==> src/rtl/ext_irq_pkg.sv <==
package ext_irq_pkg;
  localparam int MAX_LINES  = 4;
  localparam int NUM_FIELDS = 6;
  // field order is decoded by software: keep these indices
  localparam int FLD_SENSE  = 0;
  localparam int FLD_STATUS = 1;
  localparam int FLD_CLEAR  = 2;
  localparam int FLD_MASK   = 3;
  localparam int FLD_BOTH   = 4;
  localparam int FLD_LEVEL  = 5;

  typedef enum logic [2:0] {
    TRIG_FALL,
    TRIG_RISE,
    TRIG_ANY,
    TRIG_LVL_LO,
    TRIG_LVL_HI
  } trig_mode_t;

  // strobes from the register control to the per-line datapath
  typedef struct packed {
    trig_mode_t [MAX_LINES-1:0] mode;
    logic       [MAX_LINES-1:0] clrNow;
  } line_ctl_t;
endpackage

==> src/rtl/ext_irq_ctrl_regs.sv <==
module ext_irq_ctrl_regs
  import ext_irq_pkg::*;
#(
  parameter int NUM_LINES  = 4,
  parameter int FIELD_W    = 4,
  parameter bit HELD_CLEAR = 1'b0
) (
  input  logic                 clk,
  input  logic                 rst_n,
  input  logic                 wrEn,
  input  logic [31:0]          wrData,
  output logic [NUM_LINES-1:0] senseQ,
  output logic [NUM_LINES-1:0] maskQ,
  output logic [NUM_LINES-1:0] bothQ,
  output logic [NUM_LINES-1:0] levelQ,
  output logic [NUM_LINES-1:0] clearRd,
  output line_ctl_t            lineCtl
);
  localparam int SENSE_LSB = FLD_SENSE * FIELD_W;
  localparam int CLEAR_LSB = FLD_CLEAR * FIELD_W;
  localparam int MASK_LSB  = FLD_MASK * FIELD_W;
  localparam int BOTH_LSB  = FLD_BOTH * FIELD_W;
  localparam int LEVEL_LSB = FLD_LEVEL * FIELD_W;

  logic [NUM_LINES-1:0] wrSense, wrClr, wrMask, wrBoth, wrLevel, clrNow;
  logic [31:0] unusedWr;

  assign wrSense  = wrData[SENSE_LSB +: NUM_LINES];
  assign wrClr    = wrData[CLEAR_LSB +: NUM_LINES];
  assign wrMask   = wrData[MASK_LSB +: NUM_LINES];
  assign wrBoth   = wrData[BOTH_LSB +: NUM_LINES];
  assign wrLevel  = wrData[LEVEL_LSB +: NUM_LINES];
  assign unusedWr = wrData;

  always_ff @(posedge clk or negedge rst_n) begin
    if (!rst_n) begin
      senseQ <= '0;
      maskQ  <= '0;
      bothQ  <= '0;
      levelQ <= '0;
    end else if (wrEn) begin
      senseQ <= wrSense;
      maskQ  <= wrMask;
      bothQ  <= wrBoth;
      levelQ <= wrLevel;
    end
  end

  generate
    if (HELD_CLEAR) begin : g_heldClr
      logic [NUM_LINES-1:0] clrHeldQ;
      always_ff @(posedge clk or negedge rst_n) begin
        if (!rst_n)    clrHeldQ <= '0;
        else if (wrEn) clrHeldQ <= wrClr;
      end
      assign clearRd = clrHeldQ;
      assign clrNow  = wrEn ? wrClr : clrHeldQ;
    end else begin : g_pulseClr
      assign clearRd = '0;
      assign clrNow  = wrEn ? wrClr : '0;
    end
  endgenerate

  always_comb begin
    lineCtl = '0;
    lineCtl.clrNow[NUM_LINES-1:0] = clrNow;
    for (int i = 0; i < NUM_LINES; i++) begin
      if (levelQ[i])     lineCtl.mode[i] = senseQ[i] ? TRIG_LVL_HI : TRIG_LVL_LO;
      else if (bothQ[i]) lineCtl.mode[i] = TRIG_ANY;
      else if (senseQ[i]) lineCtl.mode[i] = TRIG_RISE;
      else               lineCtl.mode[i] = TRIG_FALL;
    end
  end
endmodule

==> src/rtl/ext_irq_ctrl_path.sv <==
module ext_irq_ctrl_path
  import ext_irq_pkg::*;
#(
  parameter int NUM_LINES = 4
) (
  input  logic                 clk,
  input  logic                 rst_n,
  input  logic [NUM_LINES-1:0] irqPins,
  input  line_ctl_t            lineCtl,
  input  logic [NUM_LINES-1:0] maskQ,
  output logic [NUM_LINES-1:0] statusQ,
  output logic [NUM_LINES-1:0] irqOut
);
  generate
    for (genvar n = 0; n < NUM_LINES; n++) begin : g_line
      // [0] first stage, [1] synchronised, [2] previous synchronised
      logic [2:0] syncQ;
      logic       stQ, outQ, hit, isLevel, nextSt;

      always_ff @(posedge clk or negedge rst_n) begin
        if (!rst_n) syncQ <= '0;
        else        syncQ <= {syncQ[1:0], irqPins[n]};
      end

      always_comb begin
        isLevel = 1'b0;
        unique case (lineCtl.mode[n])
          TRIG_LVL_HI: begin hit = syncQ[1];  isLevel = 1'b1; end
          TRIG_LVL_LO: begin hit = ~syncQ[1]; isLevel = 1'b1; end
          TRIG_RISE:   hit = syncQ[1] & ~syncQ[2];
          TRIG_FALL:   hit = ~syncQ[1] & syncQ[2];
          TRIG_ANY:    hit = syncQ[1] ^ syncQ[2];
          default:     hit = 1'b0;
        endcase
        if (lineCtl.clrNow[n]) nextSt = 1'b0;
        else if (isLevel)      nextSt = hit;
        else                   nextSt = stQ | hit;
      end

      always_ff @(posedge clk or negedge rst_n) begin
        if (!rst_n) begin
          stQ  <= 1'b0;
          outQ <= 1'b0;
        end else begin
          stQ  <= nextSt;
          outQ <= stQ & maskQ[n];
        end
      end

      assign statusQ[n] = stQ;
      assign irqOut[n]  = outQ;
    end
  endgenerate
endmodule

==> src/rtl/ext_irq_ctrl.sv <==
module ext_irq_ctrl
  import ext_irq_pkg::*;
#(
  parameter int NUM_LINES  = 4,
  parameter int FIELD_W    = 4,
  parameter bit HELD_CLEAR = 1'b0
) (
  input  logic                 clk,
  input  logic                 rst_n,
  input  logic [NUM_LINES-1:0] irqPins,
  input  logic                 wrEn,
  input  logic [31:0]          wrData,
  output logic [31:0]          rdData,
  output logic [NUM_LINES-1:0] irqOut
);
  logic [NUM_LINES-1:0] senseQ, maskQ, bothQ, levelQ, clearRd, statusQ;
  line_ctl_t lineCtl;

  ext_irq_ctrl_regs #(
    .NUM_LINES(NUM_LINES), .FIELD_W(FIELD_W), .HELD_CLEAR(HELD_CLEAR)
  ) u_regs (
    .clk(clk), .rst_n(rst_n), .wrEn(wrEn), .wrData(wrData),
    .senseQ(senseQ), .maskQ(maskQ), .bothQ(bothQ), .levelQ(levelQ),
    .clearRd(clearRd), .lineCtl(lineCtl)
  );

  ext_irq_ctrl_path #(
    .NUM_LINES(NUM_LINES)
  ) u_path (
    .clk(clk), .rst_n(rst_n), .irqPins(irqPins), .lineCtl(lineCtl),
    .maskQ(maskQ), .statusQ(statusQ), .irqOut(irqOut)
  );

  always_comb begin
    rdData = '0;
    rdData[FLD_SENSE*FIELD_W  +: NUM_LINES] = senseQ;
    rdData[FLD_STATUS*FIELD_W +: NUM_LINES] = statusQ;
    rdData[FLD_CLEAR*FIELD_W  +: NUM_LINES] = clearRd;
    rdData[FLD_MASK*FIELD_W   +: NUM_LINES] = maskQ;
    rdData[FLD_BOTH*FIELD_W   +: NUM_LINES] = bothQ;
    rdData[FLD_LEVEL*FIELD_W  +: NUM_LINES] = levelQ;
  end
endmodule

==> config.mk <==
export PLATFORM = sky130hd
export DESIGN_NAME = ext_irq_ctrl
export DESIGN_NICKNAME = d
export VERILOG_FILES = /design/src/rtl/ext_irq_pkg.sv /design/src/rtl/ext_irq_ctrl_regs.sv /design/src/rtl/ext_irq_ctrl_path.sv /design/src/rtl/ext_irq_ctrl.sv
export SDC_FILE = /design/constraint.sdc
export NUM_CORES = 1
export LEC_CHECK = 0
export ABC_CLOCK_PERIOD_IN_PS = 1300
export BUFFER_PORTS_ARGS = -buffer_cell sky130_fd_sc_hd__buf_2
export CAP_MARGIN = 15
export CORE_MARGIN = 4
export CORE_UTILIZATION = 40
export DETAILED_ROUTE_END_ITERATION = 7
export PLACE_DENSITY_LB_ADDON = 0.3
export RECOVER_POWER = 50
export SETUP_SLACK_MARGIN = 0.4
export SKIP_CTS_REPAIR_TIMING = 1
export SLEW_MARGIN = 10
export SYNTH_ARGS = -nofsm -noshare
export SYNTH_HDL_FRONTEND = slang
export SYNTH_SLANG_ARGS = --single-unit
export TNS_END_PERCENT = 50
==> constraint.sdc <==
create_clock -name clk -period 1.3 [get_ports clk]
set_input_delay 0.325 -clock clk [delete_from_list [all_inputs] [get_ports clk]]
set_output_delay 0.325 -clock clk [all_outputs]
set_load 0.01 [all_outputs]
==> out/results.tsv <==
metric	value	unit
yosysSeqAreaShare	0.559	
initial_utilization	0.427	
cts_buffer_depth	2	
rr_startpoint	u_path.g_line[3].syncQ[1]	
dieArea	0.00511	mm2
grt_max_degree	21	
hp-class	input pin to register	
cp-start-kind	register	
period_needed	1220	ps
use_met3	0.0533	
place_congestion	0.707	
cts_buffers	5	
met1_usage	0.134	
grt-ovfl-total	0	
ff2ff_path_depth	5	
fp.dieW	71.5	um
max_freq	818	MHz
cap_violations	0	
worst_slew_pin_slew	997	ps
finalWirelength	3.06	mm
htreeDepth	2	
hpwl	2.21	mm
first_pass_iters	3	
use_met2	0.201	
slew_headroom	0.335	
wl_per_cell	13.5	um
clk_pin_slew_worst_paths	70	ps
top_usage_layer	met2	
antennaDiodeCount	0	
final-hold-violation-count	0	
finalCritPeriodShare	0.941	
syn_to_final_growth	30.1	%
grt_pass1_vias	1040	
ys_ff_latch	36	
cp-end-kind	register	
status	finished clean	
setup_viol	0	
r2r_end	u_path.g_line[3].stQ	
cts-root-buf	clkbuf_8	
p_per_area	1210	mW/mm2
rsz0062_at_grt	true	
route.vias.total	1061	
synth_area_per_cell	13.3	um2
fin_total_pwr	2.53	mW
portBuffers	50	
worst-setup-path-type	register to register	
layout-drive-gt1-share	0.542	
antenna_found_initial	0	
critPathArrivalTime	1420	ps
die_y	71.5	um
drtIter0Drc	23	
ir_drop	0.000732	V
synth_warnings	0	
finalNonFillerCells	227	
cts_tree	yes	
netlist_area	0.00161	mm2
finalClockSkew	4.16	ps
io_pins	75	
worstPathRequired	1490	ps
netlist_instances	121	
rows	22	
r2r_slack	80	ps
via_per_inst	4.67	
grt_pass1_wl	4.77	mm
grt_usage	0.123	
clock-sinks	36	
synth.distinct_cells	18	
cp_max_fo	5	
clk-insertion-delay-late	280	ps
critPathCapture	u_path.g_line[3].stQ	
route.detailed.drc	0	
leakage	1.04	nW
final_nets	226	
antenna_left	0	
slew_violations	0	
crit_path_start	u_path.g_line[3].syncQ[1]	
placedCellCount	210	
coreArea	0.00377	mm2
==> Yosys cell counts <==
cell type / count / area share
xor2_1: 2 / 0.011
nor3b_1: 2 / 0.0093
o21bai_1: 4 / 0.019
buf_4: 20 / 0.093
a22oi_1: 2 / 0.0093
a31oi_1: 2 / 0.0078
conb_1: 1 / 0.0023
dfrtp_1: 36 / 0.56
ha_1: 8 / 0.062
buf_2: 2 / 0.0062
o31a_1: 2 / 0.011
a32oi_1: 2 / 0.011
and2_1: 4 / 0.016
nor2b_1: 4 / 0.016
mux2i_1: 4 / 0.025
inv_1: 8 / 0.019
mux2_2: 16 / 0.11
nor4bb_1: 2 / 0.012
==> where the power goes <==
| part | internal (mW) | leakage [nW] | switching [mW] |
|---|---|---|---|
| sequential | 1.23 | 0.423 | 0.0917 |
| combinational | 0.277 | 0.581 | 0.211 |
| clock | 0.363 | 0.0410 | 0.351 |
| total | 1.87 | 1.04 | 0.654 |
==> registers in the layout, indices dropped and copies added, names as in the netlist <==
signal               count
u_path.g_line.outQ       4
u_path.g_line.stQ        4
u_path.g_line.syncQ     12
u_regs.bothQ             4
u_regs.levelQ            4
u_regs.maskQ             4
u_regs.senseQ            4
==> through the flow <==
stage               instance area (um2)  hold WS, ps  worst slack (ps)  setup TNS (ps)   util
floorplan                          1690         29.4               195               0      -
global placement                   1870          269               150               0  0.496
detailed placement                 1870          281              82.8               0  0.496
CTS                                1950        -29.4              58.5               0  0.517
global route                       2100          127             -30.8           -53.0  0.556
finish                             2100          147              76.8               0  0.556
==> cells in the final DEF (no fill, tap or decap), drive strengths merged <==
master,instances
clkbuf,7
o21bai,4
o31a,2
buf,61
a32oi,2
mux2,16
nor2b,4
a31oi,2
inv,8
a22oi,2
and2,4
nor4bb,2
mux2i,4
ha,8
conb,12
clkinv,1
dfrtp,36
nor3b,2
xor2,2
==> area by class of cell <==
class                   instances  area (um2)
repair buffers                 62         409
flip-flops and latches         36         907
clock inverters                 1        5.00
well taps                      48        60.1
inverters                       8        30.0
fillers                       353        1680
clock buffers                   6        72.6
multi-input cells              66         612
==> critical path, stage by stage (launching register included) <==
cell,delay [ps]
dfrtp_1,410
inv_1,70
ha_1,280
nor2b_1,120
o21bai_1,70
a32oi_1,180
==> worst min path at each step <==
stage	start	endpoint	slack [ps]	depth (start not counted)
finish	irqPins[0]	u_path.g_line[0].syncQ[0]	150	1
global route	irqPins[0]	u_path.g_line[0].syncQ[0]	130	1
CTS	rst_n	u_regs.bothQ[0]	-30	1
detailed placement	rst_n	u_regs.bothQ[0]	280	1
global placement	rst_n	u_regs.bothQ[0]	270	1
floorplan	rst_n	u_path.g_line[0].outQ	30	0
==> logic make-up after synthesis <==
| kind of cell | synth area share |
|---|---|
| simple gates | 0.0528 |
| compound gates | 0.0575 |
| fa+ha+maj | 0.0622 |
| mux | 0.137 |
| xor+xnor | 0.0109 |
| other cells | 0.00233 |
| buf+inv | 0.118 |
| flops | 0.559 |
==> metal layers <==
metal | share of wire | wire [um] | vias to the layer above
li1 | - | - | 491
met1 | 0.37 | 1150 | 520
met2 | 0.51 | 1580 | 45
met3 | 0.097 | 297 | 5
met4 | 0.014 | 44 | 0
met5 | 0 | 0 | -
Power figures use the tool's default switching activity.
